File: config.mk
export PLATFORM = sky130hd
export DESIGN_NAME = daisy_arbiter
export DESIGN_NICKNAME = d
export VERILOG_FILES = /design/src/rtl/daisy_arb_pkg.sv /design/src/rtl/daisy_slot.sv /design/src/rtl/daisy_chain.sv /design/src/rtl/arb_owner.sv /design/src/rtl/daisy_arbiter.sv
export SDC_FILE = /design/constraint.sdc
export NUM_CORES = 1
export LEC_CHECK = 0
export BUFFER_PORTS_ARGS = -buffer_cell sky130_fd_sc_hd__buf_4
export CAP_MARGIN = 10
export CORE_MARGIN = 4
export CORE_UTILIZATION = 44
export DETAILED_ROUTE_END_ITERATION = 10
export PLACE_DENSITY = 0.79
export SYNTH_ARGS = -nofsm -noshare
export SYNTH_HDL_FRONTEND = slang
export SYNTH_SLANG_ARGS = --single-unit
File: constraint.sdc
create_clock -name clk -period 2.2 [get_ports clk]
set_input_delay 0.44 -clock clk [delete_from_list [all_inputs] [get_ports clk]]
set_output_delay 0.44 -clock clk [all_outputs]
set_load 0.01 [all_outputs]
File: src/rtl/daisy_arb_pkg.sv
package daisy_arb_pkg;
  typedef enum logic {
    SCHEME_CENTRAL     = 1'b0,
    SCHEME_SHARED_BUSY = 1'b1
  } scheme_e;

  // Head grant of a chain: idle bus, not blocked, and either a local
  // requester or the decentralized scheme where the grant idles present.
  function automatic logic head_grant(input logic idle, input logic blocked,
                                      input logic any_req, input scheme_e sch);
    return idle & ~blocked & ((sch == SCHEME_SHARED_BUSY) | any_req);
  endfunction
endpackage

File: src/rtl/daisy_slot.sv
module daisy_slot (
  input  logic grant_in,
  input  logic req,
  output logic grant_out,
  output logic take
);
  assign take      = grant_in & req;
  assign grant_out = grant_in & ~req;
endmodule

File: src/rtl/daisy_chain.sv
module daisy_chain #(
  parameter int N = 4
) (
  input  logic         head,
  input  logic [N-1:0] req,
  output logic [N-1:0] seen,
  output logic [N-1:0] take
);
  logic [N:0] link;
  assign link[0] = head;

  for (genvar i = 0; i < N; i++) begin : g_slot
    assign seen[i] = link[i];
    daisy_slot u_slot (
      .grant_in (link[i]),
      .req      (req[i]),
      .grant_out(link[i+1]),
      .take     (take[i])
    );
  end
endmodule

File: src/rtl/arb_owner.sv
module arb_owner #(
  parameter int W = 8
) (
  input  logic         clk,
  input  logic         rst_n,
  input  logic [W-1:0] take,
  input  logic [W-1:0] req,
  output logic [W-1:0] own,
  output logic         busy
);
  logic has_owner, still_held;
  assign has_owner  = |own;
  assign still_held = |(own & req);

  always_ff @(posedge clk or negedge rst_n) begin
    if (!rst_n) begin
      own  <= '0;
      busy <= 1'b0;
    end else if (!busy) begin
      if (|take) begin
        own  <= take;
        busy <= 1'b1;
      end
    end else if (has_owner) begin
      if (!still_held) own <= '0;
    end else begin
      busy <= 1'b0;
    end
  end
endmodule

File: src/rtl/daisy_arbiter.sv
module daisy_arbiter
  import daisy_arb_pkg::*;
#(
  parameter int N         = 4,
  parameter int TWO_LEVEL = 1
) (
  input  logic         clk,
  input  logic         rst_n,
  input  logic         decentral,
  input  logic [N-1:0] req_hi,
  input  logic [N-1:0] req_lo,
  output logic         busreq_hi_n,
  output logic         busreq_lo_n,
  output logic [N-1:0] gnt_hi,
  output logic [N-1:0] gnt_lo,
  output logic [N-1:0] own_hi,
  output logic [N-1:0] own_lo,
  output logic         busy
);
  localparam int W = 2 * N;

  scheme_e      scheme;
  logic [N-1:0] req_hi_eff;
  logic         any_hi, any_lo, idle;
  logic         head_hi, head_lo;
  logic [N-1:0] take_hi, take_lo;
  logic [W-1:0] own_all;

  assign scheme = scheme_e'(decentral);

  if (TWO_LEVEL != 0) begin : g_two
    assign req_hi_eff = req_hi;
  end else begin : g_one
    assign req_hi_eff = '0;
  end

  assign any_hi      = |req_hi_eff;
  assign any_lo      = |req_lo;
  assign busreq_hi_n = ~any_hi;
  assign busreq_lo_n = ~any_lo;
  assign idle        = ~busy;

  assign head_hi = (TWO_LEVEL != 0) ? head_grant(idle, 1'b0, any_hi, scheme) : 1'b0;
  assign head_lo = head_grant(idle, any_hi, any_lo, scheme);

  daisy_chain #(.N(N)) u_chain_hi (
    .head(head_hi), .req(req_hi_eff), .seen(gnt_hi), .take(take_hi)
  );

  daisy_chain #(.N(N)) u_chain_lo (
    .head(head_lo), .req(req_lo), .seen(gnt_lo), .take(take_lo)
  );

  arb_owner #(.W(W)) u_owner (
    .clk  (clk),
    .rst_n(rst_n),
    .take ({take_hi, take_lo}),
    .req  ({req_hi_eff, req_lo}),
    .own  (own_all),
    .busy (busy)
  );

  assign own_hi = own_all[W-1:N];
  assign own_lo = own_all[N-1:0];
endmodule

* After elaboration in Yosys (flattened, before gate mapping)
Cells that the tools add are included.
Cells by class: $mul 0, add/sub/neg operators 0, mux-type cells 7, equality and inequality tests 2, shift operators 0, bitwise logic cells 29, div/mod/pow operators 0, $lt $le $gt $ge 0, reductions and logical operators 7
Operator list (count):
- 2-to-1 mux 8 bit | 4
- OR reduction 8 bit | 3
- AND 1 bit | 17
- inverter 1 bit | 9
- AND 8 bit | 1
- OR reduction 4 bit | 2
- != test 2 bit (second input constant) | 2
- 2-to-1 mux 1 bit | 3
- AND reduction 3 bit | 1
- bitwise OR 1 bit | 2
- nonzero test 2 bit | 1
Word-level totals: logic and storage cells 47, latch bits 0, ROM bits 0, bits in registers 9, memories 0, bits in writable memories 0

* Depth between registers and ports, before layout
Gate-level depths: netlist (run 1).
depth after elaboration 11, depth in mapped cells 5

* Cells and area by module
Synthesis (run 1) repeated with hierarchy kept, for this count alone.
Unflattened totals: cells, all modules 80, area total of the unflattened synthesis 701.9 um^2
By module, submodules not included:
- arb_owner | area an instance 469.2 um^2, instances 1, cells an instance 50
- daisy_slot | area an instance 16.3 um^2, instances 8, cells an instance 2
- daisy_chain | area an instance 30.0 um^2, instances 2, cells an instance 4
- daisy_arbiter | area an instance 42.5 um^2, instances 1, cells an instance 6

* Least setup slack after synthesis (run 1)
OpenSTA, ideal clock, no wires.
kind input to output, from input port req_hi[0], to output port gnt_hi[1], setup slack 405 ps, stages on the path 4, arrival 1355 ps, cells stage by stage nor4_1 > nor2b_1 > nor3_1 > buf_4
On the way: word-level cells in the longest chain between the ends 4
RTL lines:
- start: declaration | line daisy_arbiter.sv:10 | input logic [N-1:0] req_hi,
- OR reduction 4 bit | line daisy_arbiter.sv:37 | assign any_hi = |req_hi_eff;
- bitwise OR 1 bit | line daisy_arb_pkg.sv:11 | return idle & ~blocked & ((sch == SCHEME_SHARED_BUSY) | any_req);
- AND 1 bit | line daisy_arb_pkg.sv:11
- AND 1 bit * | line daisy_slot.sv:8 | assign grant_out = grant_in & ~req;
- end: declaration | line daisy_arbiter.sv:14 | output logic [N-1:0] gnt_hi,
Every way passes the cells marked *; elsewhere a longest branch is shown, timed or not.

* Worst setup path in the final report (run 1)
from register u_owner.busy, to output port gnt_lo[3]
On the way: word-level cells in the longest chain between the ends 6
RTL lines:
- start: declaration | line arb_owner.sv:9 | output logic busy
- start signal: assignment | line arb_owner.sv:18 | busy <= 1'b0;
- start signal: assignment | line arb_owner.sv:22 | busy <= 1'b1;
- start signal: assignment | line arb_owner.sv:27 | busy <= 1'b0;
- inverter 1 bit | line daisy_arbiter.sv:41 | assign idle = ~busy;
- AND 1 bit (2 in series) | line daisy_arb_pkg.sv:11
- AND 1 bit (3 in series) | line daisy_slot.sv:8
- end: declaration | line daisy_arbiter.sv:15 | output logic [N-1:0] gnt_lo,
No other way between the ends.

==> results.sh, run 1 <==
export IMPL_arrival_ns=1.62
export IMPL_postLayoutCoreUtil_pct=64.4
export IMPL_drive_gt1_share_pct=48.4
export IMPL_synth_xor_area_share_pct=0
export IMPL_required_ns=1.76
export IMPL_cts_tree="built"
export IMPL_nFillCells=124
export IMPL_cts_buffer_depth=2
export IMPL_grt_overflow=0
export IMPL_hold_viol=0
export IMPL_fin_area_um2=860
export IMPL_synth_top_area_share_pct=35.6
export IMPL_num_rows=13
export IMPL_postCtsSetupRepairBufs=0
export IMPL_drv_slew=0
export IMPL_clock_latency_ns=0.25
export IMPL_antenna_found_initial=0
export IMPL_slew_headroom_pct=77.2
export IMPL_async_reset_ff_share_pct=100
export IMPL_netlist_area_um2=632
export IMPL_syn_area_per_cell_um2=10.0
export IMPL_whs_path_depth=2
export IMPL_die_x_um=45.9
export IMPL_crit_fanout=7
export IMPL_start_kind="flip-flop"
export IMPL_grt_pass1_wl_mm=2.73
export IMPL_core_area_um2=1330
export IMPL_clock_skew_ns=0.000313
export IMPL_io_buffer_count=29
export IMPL_cts_buffers=3
export IMPL_vias=613
export IMPL_clk_pin_slew_ns=0.06
export IMPL_synth_top_family_by_area="simple AND/OR/NAND/NOR gates"
export IMPL_via_per_inst=5.78
export IMPL_synth_ff_type="dfrtp_1"
export IMPL_synthTopCellsByArea="dfrtp_1 36%, buf_4 9.5%, nor3_4 5.1%"
export IMPL_ir_drop_mv=0.568
export IMPL_setup_tns_ns=0
export IMPL_avgRoutedWirePerCell_um=15.2
export IMPL_cp_end_kind="output pin"
export IMPL_drt_initial_drc_count=5
export IMPL_die_h_um=45.9
export IMPL_grt_pass1_vias=640
export IMPL_finalCritPeriodShare_pct=93.7
export IMPL_yosysTopAreaCell="dfrtp_1"
export IMPL_worst_slew_pin_slew_ns=0.341
export IMPL_synth_fa_ha_area_share_pct=0
export IMPL_yosysWarnings=0
export IMPL_setup_viol=0
export IMPL_start_util_pct=47.4
export IMPL_synth_seq_cells=9
export IMPL_cap_violations=0
export IMPL_finalPower_mw=0.649
export IMPL_drc=0
export IMPL_run_status="finished clean"
export IMPL_syn_inst=63
export IMPL_gp_congestion=0.814
export IMPL_ios=30
export IMPL_seq_area_um2=225
export IMPL_holdWs_ns=0.467
export IMPL_grt_max_degree=10
export IMPL_n_antenna_cell=0
export IMPL_synth_compound_area_share_pct=23.8
export IMPL_nets=103
export IMPL_synthMuxAreaShare_pct=0
export IMPL_criticalPathCategory="flip-flop to output pin"
export IMPL_max_freq_ghz=0.485
export IMPL_cts_root_buf="clkbuf_4"
export IMPL_power_density_nw_per_um2=755
export IMPL_finalWirelength_mm=1.61
export IMPL_hpwl_mm=1.28
export IMPL_hold_class="input port to flip-flop"
export IMPL_synthSimpleGateAreaFrac_pct=29.3
export IMPL_die_area_um2=2110
export IMPL_dr_pass1_iters=3
export IMPL_multi_input_area_um2=335
export IMPL_ff2ff_path_depth=4
export IMPL_synthToLayoutAreaGrowth_pct=36.0
export IMPL_rsz0062_at_grt="no"
export IMPL_htreeDepth=1
export IMPL_cts_sinks=9
export IMPL_post_dp_cell_area_um2=823
export IMPL_yosysSeqAreaShare_pct=35.6
export IMPL_ys_types=26
export IMPL_syn_nets=74
export IMPL_grt_util_all_layers_pct=18.0
export IMPL_fin_crit_ns=2.06
export IMPL_ant_nets=0
export IMPL_synth_edff_count=0
export IMPL_leakagePower_nw=0.452
-- layout by cell type, fill, tap and decap left out --
master and count:
buf_4 31, dfrtp_1 9, nor2_1 6, a22oi_1 4
inv_1 3, nand2_1 3, a22o_1 3, clkbuf_4 3
nor3_4 2, nor2b_1 2, nor4_1 2, nor3_1 2
o31a_2 2, and2_1 2, nand3_2 2, a32o_1 2
nand2_4 1, nor4_4 1, o211a_1 1, nand4_1 1
a41o_1 1, o21ai_1 1, a22o_2 1, nand3_1 1
a32o_2 1, nor3b_1 1, a21o_1 1, clkbuf_1 1
dlygate4sd3_1 1
-- cells in the mapped netlist (2+ instances only) --
library cell / n
nand2_1: 3
nor2b_1: 2
dfrtp_1: 9
a22o_1: 3
nor2_1: 6
buf_4: 8
nor3_4: 2
nor3_1: 2
inv_1: 3
o31a_2: 2
a22oi_1: 4
and2_1: 2
nand3_2: 2
nor4_1: 2
a32o_1: 2
-- critical path: stages, from the launching register on --
cell,delay (ns)
dfrtp_1,0.46
nor3_4,0.31
nand2_4,0.11
nor3_4,0.18
o211a_1,0.18
buf_4,0.11
-- through the flow --
step                      instances  setup WS [ns]
final                           106          0.138
after global routing            106         0.0170
after CTS                       106          0.110
after detailed placement        101          0.293
after global placement          101          0.346
after floorplan                  63          0.405
-- registers in the layout, indices dropped and copies added (netlist names) --
name,cells
u_owner.own,8
u_owner.busy,1
-- layer usage --
metal  share of wire, %  track usage (%)  wire length, um  up-vias
met2                 49             30.2              792       23
met3                8.3             7.91              134        2
met1                 41             20.5              668      297
met5                  0                0                0        -
li1                   -                -                -      291
met4               0.99             4.55               16        0
-- timing repair --
action / in CTS / in global routing
hold buffers: 1 / 0
resized for setup: 0 / 0
endpoints found under the hold margin: 9 / 0
-- final cells by class --
class / count / area share, %
Clock buffer: 4 / 3.06
Multi-Input combinational cell: 43 / 39.0
Sequential cell: 9 / 26.2
Tap cell: 15 / 2.18
Timing Repair Buffer: 32 / 28.2
Inverter: 3 / 1.31
-- logic make-up (layout without fill, tap and decap cells) --
family | after synthesis | after routing
and+or+nand+nor | 26 | 26
AOI/OAI and AO/OA | 17 | 17
buffers and inverters | 11 | 39
DFF | 9 | 9
-- power by group --
part	total [mW]	leakage (nW)	switching, mW	internal, mW
Combinational	0.288	0.316	0.144	0.143
Sequential	0.239	0.120	0.0439	0.195
Clock	0.122	0.0150	0.0529	0.0696
Total	0.649	0.452	0.241	0.408
-- worst paths after layout --
check,start,end,slack (ns)
worst min register to register,u_owner.own[1],u_owner.own[1],0.55
worst min-delay path,req_hi[2],u_owner.own[6],0.47
min in group asynchronous,rst_n,u_owner.own[2],0.55
worst max-delay path,u_owner.busy,gnt_lo[3],0.14
max in group asynchronous,rst_n,u_owner.own[1],1.52
worst max register to register,u_owner.own[1],u_owner.own[3],0.83
No activity file was read; power rests on OpenSTA's default activity.
==> run 2: changes to the inputs <==
- CORE_UTILIZATION: 44 -> 46
- PLACE_DENSITY: 0.79 -> 0.87
- SYNTH_HIERARCHICAL: default -> 1
==> run 2 against run 1 <==
  * The flow now finishes with violations (setup timing)
  * Via count rose by 32%
  * Critical path depth rose by 4
  * First-iteration DRC count rose to 5.6 times the previous value
  * Utilization rose by 24 points
  * Register-to-register slack got worse by 0.80 ns
==> results.sh, run 2 <==
export IMPL_run_status="finished with violations"
export IMPL_violations="setup timing"
export IMPL_htreeDepth=1
export IMPL_synthToLayoutAreaGrowth_pct=75.0
export IMPL_drc=0
export IMPL_syn_area_per_cell_um2=8.77
export IMPL_grt_max_degree=14
export IMPL_drt_initial_drc_count=28
export IMPL_crit_fanout=3
export IMPL_ir_drop_mv=0.629
export IMPL_hold_class="input port to asynchronous set/reset pin"
export IMPL_syn_inst=78
export IMPL_top_register="u_owner/own"
export IMPL_setup_viol=14
export IMPL_arrival_ns=2.10
export IMPL_hold_viol=0
export IMPL_dp_worst_setup_slack_ns=-0.548
export IMPL_drive_gt1_share_pct=70.1
export IMPL_grt_util_all_layers_pct=27.3
export IMPL_num_rows=13
export IMPL_max_freq_ghz=0.393
export IMPL_holdWs_ns=0.554
export IMPL_cts_buffers=3
export IMPL_n_antenna_cell=0
export IMPL_clk_pin_slew_ns=0.06
export IMPL_avgRoutedWirePerCell_um=18.0
export IMPL_ios=30
export IMPL_leakagePower_nw=0.616
export IMPL_largestRegisters="u_owner/own x8, u_owner/busy x1"
export IMPL_clock_skew_ns=0.000579
export IMPL_gp_congestion=0.852
export IMPL_cts_root_buf="clkbuf_4"
export IMPL_ant_nets=0
export IMPL_die_area_um2=2170
export IMPL_antenna_found_initial=0
export IMPL_start_util_pct=50.7
export IMPL_cap_violations=0
export IMPL_vias=807
export IMPL_grt_overflow=0
export IMPL_yosysWarnings=6
export IMPL_cts_tree="built"
export IMPL_required_ns=1.76
export IMPL_die_x_um=46.6
export IMPL_syn_nets=89
export IMPL_worst_slew_pin_slew_ns=0.395
export IMPL_setup_ws_ns=-0.342
export IMPL_rsz0062_at_grt="yes"
export IMPL_drv_slew=0
export IMPL_netlist_area_um2=684
export IMPL_setup_tns_ns=-3.01
export IMPL_start_kind="input port"
export IMPL_hpwl_mm=1.67
export IMPL_cp_end_kind="output pin"
export IMPL_dr_pass1_iters=4
export IMPL_core_area_um2=1350
export IMPL_nets=139
export IMPL_final_common_cell="buf_4"
export IMPL_cts_buffer_depth=2
export IMPL_ff2ff_path_depth=9
export IMPL_die_h_um=46.6
export IMPL_finalWirelength_mm=2.56
export IMPL_grt_pass1_wl_mm=3.98
export IMPL_clock_latency_ns=0.26
export IMPL_mostFrequentLayoutCells="43 x buf_4, 10 x buf_6, 9 x nor2_1, 9 x dfrtp_1, 8 x nor2b_1"
export IMPL_post_dp_cell_area_um2=1040
export IMPL_criticalPathCategory="input port to output pin"
export IMPL_fin_area_um2=1200
export IMPL_grt_pass1_vias=880
export IMPL_io_buffer_count=29
export IMPL_cts_sinks=9
export IMPL_finalCritPeriodShare_pct=116
export IMPL_power_density_nw_per_um2=853
export IMPL_fin_crit_ns=2.54
export IMPL_postLayoutCoreUtil_pct=88.7
export IMPL_slew_headroom_pct=73.4
export IMPL_via_per_inst=5.68
export IMPL_largest_reg_flops=8
==> run 2: cell count changes in the layout (fill, tap and decap cells not counted), sizes merged, moves of 4 or more <==
cell | before | now
buf | 31 | 53
a21oi | 0 | 10
and2 | 2 | 8
and2b | 0 | 6
nor2b | 2 | 8
a22o | 4 | 0
nor2 | 6 | 10
==> run 2: path summary, 6_finish.rpt <==
check,start,to,slack [ns]
worst max-delay path,req_hi[2],gnt_hi[3],-0.34
worst min-delay path,rst_n,u_owner/own[0],0.55
worst max register to register,u_owner/busy,u_owner/own[7],0.03
worst min register to register,u_owner/own[2],u_owner/own[2],0.61
max in group asynchronous,rst_n,u_owner/own[7],1.51
min in group clk,u_owner/own[2],u_owner/own[2],0.61
==> run 2: through the flow <==
| step | std cells | power, mW |
|---|---|---|
| floorplan | 78 | 0.572 |
| global placement | 132 | 0.749 |
| detailed placement | 132 | 0.770 |
| CTS | 140 | 0.971 |
| global route | 142 | 1.07 |
| finish | 142 | 1.02 |
==> run 2: report_power, final <==
part	leakage [nW]	internal, mW	switching [mW]
registers	0.121	0.203	0.0504
logic	0.480	0.318	0.318
clock network	0.0150	0.0701	0.0622
total	0.616	0.591	0.431
==> run 2: worst max-delay path, cell delays in order <==
cell and delay, ns:
buf_6 0.09, or4_4 0.56, inv_4 0.09, a21oi_4 0.05, and2b_2 0.22, and2b_2 0.21
and2b_2 0.22, buf_6 0.12, buf_6 0.11
==> run 2: repair_timing <==
item / CTS / global route
hold buffers: 1 / 0
gates resized for setup: 21 / 1
setup endpoints to repair: 13 / 14
endpoints found under the hold margin: 9 / 0
buffers inserted: 3 / 2
pin swaps: 10 / 2
==> run 2: cell type report <==
type	count	area, um2
multi-input cells	58	472
repair buffers	54	445
flip-flops and latches	9	225
fillers	56	153
clock buffers	4	26.3
well taps	15	18.8
inverters	2	10.0
==> run 2: layer usage <==
layer	up-vias	global-route usage [%]	routed length, um
li1	360	-	-
met1	371	27.9	916
met2	62	49.2	1330
met3	14	5.08	203
met4	0	18.8	106
met5	-	0	0
